File: src/rtl/tsr_pkg.sv
package tsr_pkg;

  localparam int ENT_W = 2;
  localparam int N_ENT = 1 << ENT_W;

  typedef enum logic [ENT_W-1:0] {
    ENT_EMPTY = 2'd0,
    ENT_HEAD  = 2'd1,
    ENT_TAIL  = 2'd2,
    ENT_APPLE = 2'd3
  } ent_e;

  // The first member is the MSB, so red sits at bit 0 of the packed value.
  typedef struct packed {
    logic blu;
    logic grn;
    logic red;
  } rgb_t;

  localparam rgb_t C_BLACK  = rgb_t'(3'b000);
  localparam rgb_t C_RED    = rgb_t'(3'b001);
  localparam rgb_t C_GREEN  = rgb_t'(3'b010);
  localparam rgb_t C_YELLOW = rgb_t'(3'b011);
  localparam rgb_t C_CYAN   = rgb_t'(3'b110);
  localparam rgb_t C_WHITE  = rgb_t'(3'b111);

  // Head: green frame, two dark eyes on the upper rows, yellow face.
  function automatic rgb_t head_px(int c, int r, int t);
    bit edge_hit;
    bit eye_row;
    bit eye_col;
    edge_hit = (c == 0) || (c == t - 1) || (r == 0) || (r == t - 1);
    eye_row  = (r >= t / 4) && (r <= t / 4 + 1);
    eye_col  = ((c >= t / 4) && (c <= t / 4 + 1)) ||
               ((c >= t - t / 4 - 2) && (c <= t - t / 4 - 1));
    if (edge_hit)                return C_GREEN;
    else if (eye_row && eye_col) return C_BLACK;
    else                         return C_YELLOW;
  endfunction

  // Tail: checkerboard of quarter-tile squares.
  function automatic rgb_t tail_px(int c, int r, int t);
    bit cb;
    bit rb;
    cb = (c & (t / 4)) != 0;
    rb = (r & (t / 4)) != 0;
    return (cb ^ rb) ? C_GREEN : C_CYAN;
  endfunction

  // Apple: green stem on top of a red disc, white around it.
  function automatic rgb_t apple_px(int c, int r, int t);
    int dx;
    int dy;
    dx = 2 * c - (t - 1);
    dy = 2 * r - (t - 1);
    if (((c == t / 2 - 1) || (c == t / 2)) && (r <= 2))
      return C_GREEN;
    else if (dx * dx + dy * dy <= (t - 2) * (t - 2))
      return C_RED;
    else
      return C_WHITE;
  endfunction

endpackage

File: src/rtl/tsr_sprite_rom.sv
module tsr_sprite_rom
  import tsr_pkg::*;
#(
  parameter int   TILE_LOG2   = 4,
  parameter ent_e SPRITE_KIND = ENT_HEAD
) (
  input  logic [TILE_LOG2-1:0] col_i,
  input  logic [TILE_LOG2-1:0] row_i,
  output rgb_t                 pix_o
);

  localparam int TILE = 1 << TILE_LOG2;

  generate
    if (SPRITE_KIND == ENT_HEAD) begin : g_head
      always_comb pix_o = head_px(int'(col_i), int'(row_i), TILE);
    end else if (SPRITE_KIND == ENT_TAIL) begin : g_tail
      always_comb pix_o = tail_px(int'(col_i), int'(row_i), TILE);
    end else if (SPRITE_KIND == ENT_APPLE) begin : g_apple
      always_comb pix_o = apple_px(int'(col_i), int'(row_i), TILE);
    end else begin : g_blank
      always_comb pix_o = C_WHITE;
    end
  endgenerate

endmodule

File: src/rtl/tsr_colour_reg.sv
module tsr_colour_reg
  import tsr_pkg::*;
(
  input  logic clk_i,
  input  logic rst_i,
  input  logic active_i,
  input  rgb_t pix_i,
  output rgb_t rgb_q
);

  always_ff @(posedge clk_i or posedge rst_i) begin
    if (rst_i)          rgb_q <= C_BLACK;
    else if (!active_i) rgb_q <= C_BLACK;
    else                rgb_q <= pix_i;
  end

  // the output is black at every edge that sees reset high.
  assert_reset_black_R1: assert property (@(posedge clk_i)
    rst_i |-> (rgb_q == C_BLACK));

  // a blanked pixel leaves black on the next cycle.
  assert_blank_black_R3: assert property (@(posedge clk_i) disable iff (rst_i)
    !active_i |=> (rgb_q == C_BLACK));

endmodule

File: src/rtl/tile_sprite_renderer.sv
module tile_sprite_renderer
  import tsr_pkg::*;
#(
  parameter int COORD_W   = 10,
  parameter int TILE_LOG2 = 4,
  parameter int H_ACTIVE  = 640,
  parameter int V_ACTIVE  = 480
) (
  input  logic               clk_i,
  input  logic               rst_i,
  input  logic               active_i,
  input  logic [COORD_W-1:0] px_x_i,
  input  logic [COORD_W-1:0] px_y_i,
  input  logic [ENT_W-1:0]   ent_i,
  output logic               red_o,
  output logic               green_o,
  output logic               blue_o
);

  logic [TILE_LOG2-1:0] tile_col;
  logic [TILE_LOG2-1:0] tile_row;
  rgb_t                 sprite_pix [N_ENT];
  rgb_t                 lookup;
  rgb_t                 rgb_q;

  // The tile size is a power of two, so the offset is the low coordinate bits.
  assign tile_col = px_x_i[TILE_LOG2-1:0];
  assign tile_row = px_y_i[TILE_LOG2-1:0];

  assign sprite_pix[0] = C_WHITE;

  generate
    for (genvar k = 1; k < N_ENT; k++) begin : g_sprite
      tsr_sprite_rom #(
        .TILE_LOG2  (TILE_LOG2),
        .SPRITE_KIND(ent_e'(k))
      ) rom_i (
        .col_i(tile_col),
        .row_i(tile_row),
        .pix_o(sprite_pix[k])
      );
    end
  endgenerate

  assign lookup = sprite_pix[ent_i];

  tsr_colour_reg out_reg_i (
    .clk_i   (clk_i),
    .rst_i   (rst_i),
    .active_i(active_i),
    .pix_i   (lookup),
    .rgb_q   (rgb_q)
  );

  assign red_o   = rgb_q.red;
  assign green_o = rgb_q.grn;
  assign blue_o  = rgb_q.blu;

  // coordinates flagged active must lie inside the visible raster.
  assert_coord_in_range_R3: assert property (@(posedge clk_i) disable iff (rst_i)
    active_i |-> ((int'(px_x_i) < H_ACTIVE) && (int'(px_y_i) < V_ACTIVE)));

  // an empty tile is white one cycle later.
  assert_empty_white_R4: assert property (@(posedge clk_i) disable iff (rst_i)
    (active_i && ent_i == ENT_EMPTY) |=> (red_o && green_o && blue_o));

  // the left column of a head tile is green one cycle later.
  assert_head_frame_R6: assert property (@(posedge clk_i) disable iff (rst_i)
    (active_i && ent_i == ENT_HEAD && tile_col == '0)
      |=> ({blue_o, green_o, red_o} == 3'b010));

endmodule

File: config.mk
export PLATFORM = sky130hd
export DESIGN_NAME = tile_sprite_renderer
export DESIGN_NICKNAME = d
export VERILOG_FILES = /design/src/rtl/tsr_pkg.sv /design/src/rtl/tsr_sprite_rom.sv /design/src/rtl/tsr_colour_reg.sv /design/src/rtl/tile_sprite_renderer.sv
export SDC_FILE = /design/constraint.sdc
export NUM_CORES = 1
export LEC_CHECK = 0
export BUFFER_PORTS_ARGS = -buffer_cell sky130_fd_sc_hd__buf_2
export CORE_UTILIZATION = 40
export DETAILED_ROUTE_END_ITERATION = 12
export GPL_TIMING_DRIVEN = 0
export SYNTH_ARGS = -nofsm -noshare
export SYNTH_HDL_FRONTEND = slang
export SYNTH_SLANG_ARGS = --single-unit
File: constraint.sdc
create_clock -name clk_i -period 0.8 [get_ports clk_i]
set_input_delay 0.04 -clock clk_i [delete_from_list [all_inputs] [get_ports clk_i]]
set_output_delay 0.04 -clock clk_i [all_outputs]
set_load 0.01 [all_outputs]
==> out/summary.md <==
The cell area that synthesis handed to floorplanning was 2840 sq um. Counting every net in the synthesized netlist gives 430. The final route contains 2178 vias.

The tools report the critical path arrival as 5.63 ns. The register with the most flip-flops in the layout has 3 of them. The checks that failed: negative setup slack. Setup repair after global routing could not meet its margin everywhere. Static timing analysis puts the maximum clock frequency at 180 MHz. The length of routed met2 wiring was 3260 um. At the end of the flow, the number of nets in the layout was 470. The longest clock path from root to sink contains 2 buffers. The number of rows created at floorplan was 30. In the routed layout, each cell is associated on average with a via count of 4.96. In this run the worst path has a maximum fanout of 3.

The quantity of I/O buffers inserted on ports was 15; the number of top-level design ports was 28. The tools report the total routed wire length on the met1 layer as 2780 um. The worst slew slack as a fraction of its limit was 71.3%; the area inside the core boundary was 6830 sq um.

The count of synthesis-stage warnings from yosys was 0. The flip-flop cell with the highest count after synthesis was sky130_fd_sc_hd__dfrtp_1. The run gives 0 as the count of max-cap constraint violations. Total iterations of the first detailed-routing run: 4. Type of the setup path with the least slack: input pin to flip-flop. After clock tree synthesis, the clock-pin slew on the worst setup and hold paths is 0.03 ns. The final setup violation count is 3. In the final layout, the share of cells above drive strength 1 is 28.3%. The final RePlAce weighted congestion came out at 0.811. The run finished, with violations left. Once detailed placement completed, the half-perimeter wirelength came to 5110 um.

For the data required time at the worst endpoint, the log shows 0.89 ns. Post-route minimum period: 5.55 ns. The die is 86.2 um tall. The highest metal layer carrying signal wires in the routed design is met3. The worst path uses 694% of the clock period. The minimum setup slack in the final design is -4.75 ns.

The total grt overflow is 0. Once detail routing completed, the nets flagged for antenna violations numbered 0. In this run, synthesis inferred 0 flip-flops with an integrated enable. Number of antenna repair diodes: 0.

For the final count of hold timing violations, the log shows 0. The tools report the number of DRC violations after detailed-routing iteration 0 as 56. The initial antenna violation count came out at 0.

The H-tree level count is 1. The tools report the number of design rule violations left after detail routing as 0. Summed over all layers, the routed wires come to 6190 um. For the pre-CTS setup slack, the log shows -5.39 ns. Fill cells in the final layout number 680. STA classifies the critical path endpoint as a flip-flop. The first global-routing pass estimated 11100 um of wire. Across the whole layout, storage elements account for 75.1 sq um. The die covers 7440 sq um.

After synthesis the netlist holds a flip-flop and latch count of 3. The tools report the number of buffers inserted during clock tree synthesis as 3. The overall die width is 86.2 um. Worst min-delay path class: input pin to flip-flop. In the final layout, the registers with the most flip-flops are out_reg_i.rgb_q: 3 flops. For this run, asynchronously set or reset flops after synthesis account for 100%.

From synthesis to final layout, the design area changed by 26.0%. Mean routed wirelength per cell: 14.1 um. The number of different library cells used by synthesis comes to 45.

Synthesis produced a netlist whose cell count is 304. For the pin with the worst max-slew slack, the measured transition is 0.428 ns. For the final max-slew violation count, the log shows 0. Global routing used 18.7% of the available tracks.

out_reg_i.rgb_q holds more flip-flops than any other register. The worst setup path is launched from an input pin. Summing all multi-input logic gate instances after layout gives 2680 sq um. For this configuration, the core starts out at a cell density of 41.6%.

Entering global routing, the biggest net connects 11 pins. The average cell area after synthesis was 9.34 sq um. The tools report the root buffer cell as sky130_fd_sc_hd__clkbuf_8. Detailed routing placed a total of 150 um of wire on met3. After synthesis, flip-flops and latches occupy 2.64% of the total area. The logs give 2465 for the via count of the first global-routing pass and 3 for the clock sink count. TritonCTS built the clock tree.
==> per-layer routing <==
metal / GRT usage, % / vias up
met5: 0 / -
met3: 1.43 / 0
met2: 34.8 / 34
met1: 24.7 / 1070
met4: 0.909 / 0
li1: - / 1074
==> through the flow <==
stage | cell area (sq um) | util, % | TNS (ns) | cells | hold WS (ns)
6_report | 3580 | 52.4 | -9.80 | 439 | 0.0510
2_1_floorplan | 2920 | - | -9.67 | 304 | -0.206
4_1_cts | 3380 | 49.5 | -10.16 | 434 | 0.0521
3_3_place_gp | 3120 | 45.6 | -11.41 | 415 | -0.0936
3_5_place_dp | 3120 | 45.6 | -11.44 | 415 | -0.0905
5_1_grt | 3580 | 52.4 | -10.29 | 439 | 0.0674
==> timing repair <==
item / in CTS / in global routing
pin swaps: 21 / 25
cloned: 0 / 0
setup endpoints to repair: 3 / 3
setup buffers: 14 / 6
gates resized for setup: 27 / 35
hold buffers: 1 / 0
endpoints found under the hold margin: 3 / 0
==> cells by family after synthesis <==
| family | Yosys count | synth area share [%] |
|---|---|---|
| xor gates and xnor gates | 10 | 3.08 |
| AOI/OAI and AO/OA | 51 | 13.0 |
| adders and majority gates | 101 | 58.5 |
| muxes | 2 | 0.705 |
| and+or+nand+nor | 59 | 11.0 |
| buffers and inverters | 78 | 11.0 |
| DFF | 3 | 2.64 |
==> worst paths after layout <==
path | startpoint | endpoint | cells past startpoint
worst max-delay path | px_x_i[2] | out_reg_i.rgb_q[2] | 28
worst min-delay path | active_i | out_reg_i.rgb_q[0] | 2
max in group asynchronous | rst_i | out_reg_i.rgb_q[1] | 3
min in group asynchronous | rst_i | out_reg_i.rgb_q[0] | 3
==> synth_stat cells (3+ instances only) <==
cell	instances	area [sq um]
sky130_fd_sc_hd__nand4_1	5	31.3
sky130_fd_sc_hd__nand3_1	4	20.0
sky130_fd_sc_hd__nor3_1	3	15.0
sky130_fd_sc_hd__nand2b_1	3	18.8
sky130_fd_sc_hd__o21bai_1	3	22.5
sky130_fd_sc_hd__inv_1	72	270
sky130_fd_sc_hd__a21oi_1	11	55.1
sky130_fd_sc_hd__fa_1	53	1060
sky130_fd_sc_hd__ha_1	48	601
sky130_fd_sc_hd__and2_1	3	18.8
sky130_fd_sc_hd__o21a_1	4	30.0
sky130_fd_sc_hd__o21ai_0	5	25.0
sky130_fd_sc_hd__xnor2_1	5	43.8
sky130_fd_sc_hd__dfrtp_1	3	75.1
sky130_fd_sc_hd__buf_2	4	20.0
sky130_fd_sc_hd__nand2_1	11	41.3
sky130_fd_sc_hd__a211o_1	4	35.0
sky130_fd_sc_hd__nor2_1	20	75.1
sky130_fd_sc_hd__a211oi_1	3	22.5
sky130_fd_sc_hd__a21o_1	5	37.5
sky130_fd_sc_hd__xor2_1	5	43.8
==> placed cells by master (no fill, tap or decap), types with 3 or more instances in the layout <==
cell | synthesis | layout
sky130_fd_sc_hd__a211o_1 | 4 | 4
sky130_fd_sc_hd__a211oi_1 | 3 | 3
sky130_fd_sc_hd__a21o_1 | 5 | 5
sky130_fd_sc_hd__a21oi_1 | 11 | 10
sky130_fd_sc_hd__buf_12 | 0 | 3
sky130_fd_sc_hd__buf_2 | 4 | 9
sky130_fd_sc_hd__buf_4 | 0 | 20
sky130_fd_sc_hd__buf_6 | 2 | 5
sky130_fd_sc_hd__buf_8 | 0 | 3
sky130_fd_sc_hd__clkbuf_8 | 0 | 3
sky130_fd_sc_hd__dfrtp_1 | 3 | 3
sky130_fd_sc_hd__fa_1 | 53 | 50
sky130_fd_sc_hd__fa_2 | 0 | 3
sky130_fd_sc_hd__ha_1 | 48 | 39
sky130_fd_sc_hd__ha_2 | 0 | 6
sky130_fd_sc_hd__ha_4 | 0 | 3
sky130_fd_sc_hd__inv_1 | 72 | 59
sky130_fd_sc_hd__inv_2 | 0 | 9
sky130_fd_sc_hd__inv_6 | 0 | 3
sky130_fd_sc_hd__nand2_1 | 11 | 8
sky130_fd_sc_hd__nand3_1 | 4 | 4
sky130_fd_sc_hd__nand4_1 | 5 | 5
sky130_fd_sc_hd__nor2_1 | 20 | 17
sky130_fd_sc_hd__nor3_1 | 3 | 3
sky130_fd_sc_hd__o21a_1 | 4 | 4
sky130_fd_sc_hd__o21ai_0 | 5 | 4
sky130_fd_sc_hd__xnor2_1 | 5 | 4
sky130_fd_sc_hd__xor2_1 | 5 | 4
==> worst max-delay path: stages <==
cell and delay [ns]:
sky130_fd_sc_hd__buf_8 0.10, sky130_fd_sc_hd__buf_8 0.11, sky130_fd_sc_hd__and2_4 0.15, sky130_fd_sc_hd__buf_4 0.13, sky130_fd_sc_hd__ha_4 0.21, sky130_fd_sc_hd__fa_1 0.50
sky130_fd_sc_hd__fa_1 0.56, sky130_fd_sc_hd__inv_2 0.04, sky130_fd_sc_hd__fa_1 0.55, sky130_fd_sc_hd__inv_2 0.04, sky130_fd_sc_hd__fa_1 0.47, sky130_fd_sc_hd__inv_1 0.05
sky130_fd_sc_hd__fa_1 0.49, sky130_fd_sc_hd__inv_2 0.05, sky130_fd_sc_hd__ha_4 0.16, sky130_fd_sc_hd__fa_2 0.36, sky130_fd_sc_hd__a21o_1 0.18, sky130_fd_sc_hd__nand4_1 0.12
sky130_fd_sc_hd__nand2_2 0.10, sky130_fd_sc_hd__a31oi_4 0.15, sky130_fd_sc_hd__o21ai_2 0.07, sky130_fd_sc_hd__ha_2 0.19, sky130_fd_sc_hd__nand2b_4 0.13, sky130_fd_sc_hd__o211a_1 0.14
sky130_fd_sc_hd__a221oi_2 0.25, sky130_fd_sc_hd__a41oi_2 0.07, sky130_fd_sc_hd__nor3_2 0.13, sky130_fd_sc_hd__a21oi_1 0.08
==> layout make-up <==
class,instances,area share [%]
tap,96,3.36
buffer,6,2.17
sequential,3,2.10
timing repair buffer,35,8.08
inverter,72,8.08
multi-input combinational,223,75.0
clock buffer,4,1.26
Power is not shown: default switching activity piles up to over one toggle a cycle in this logic, so the estimate is an artifact.
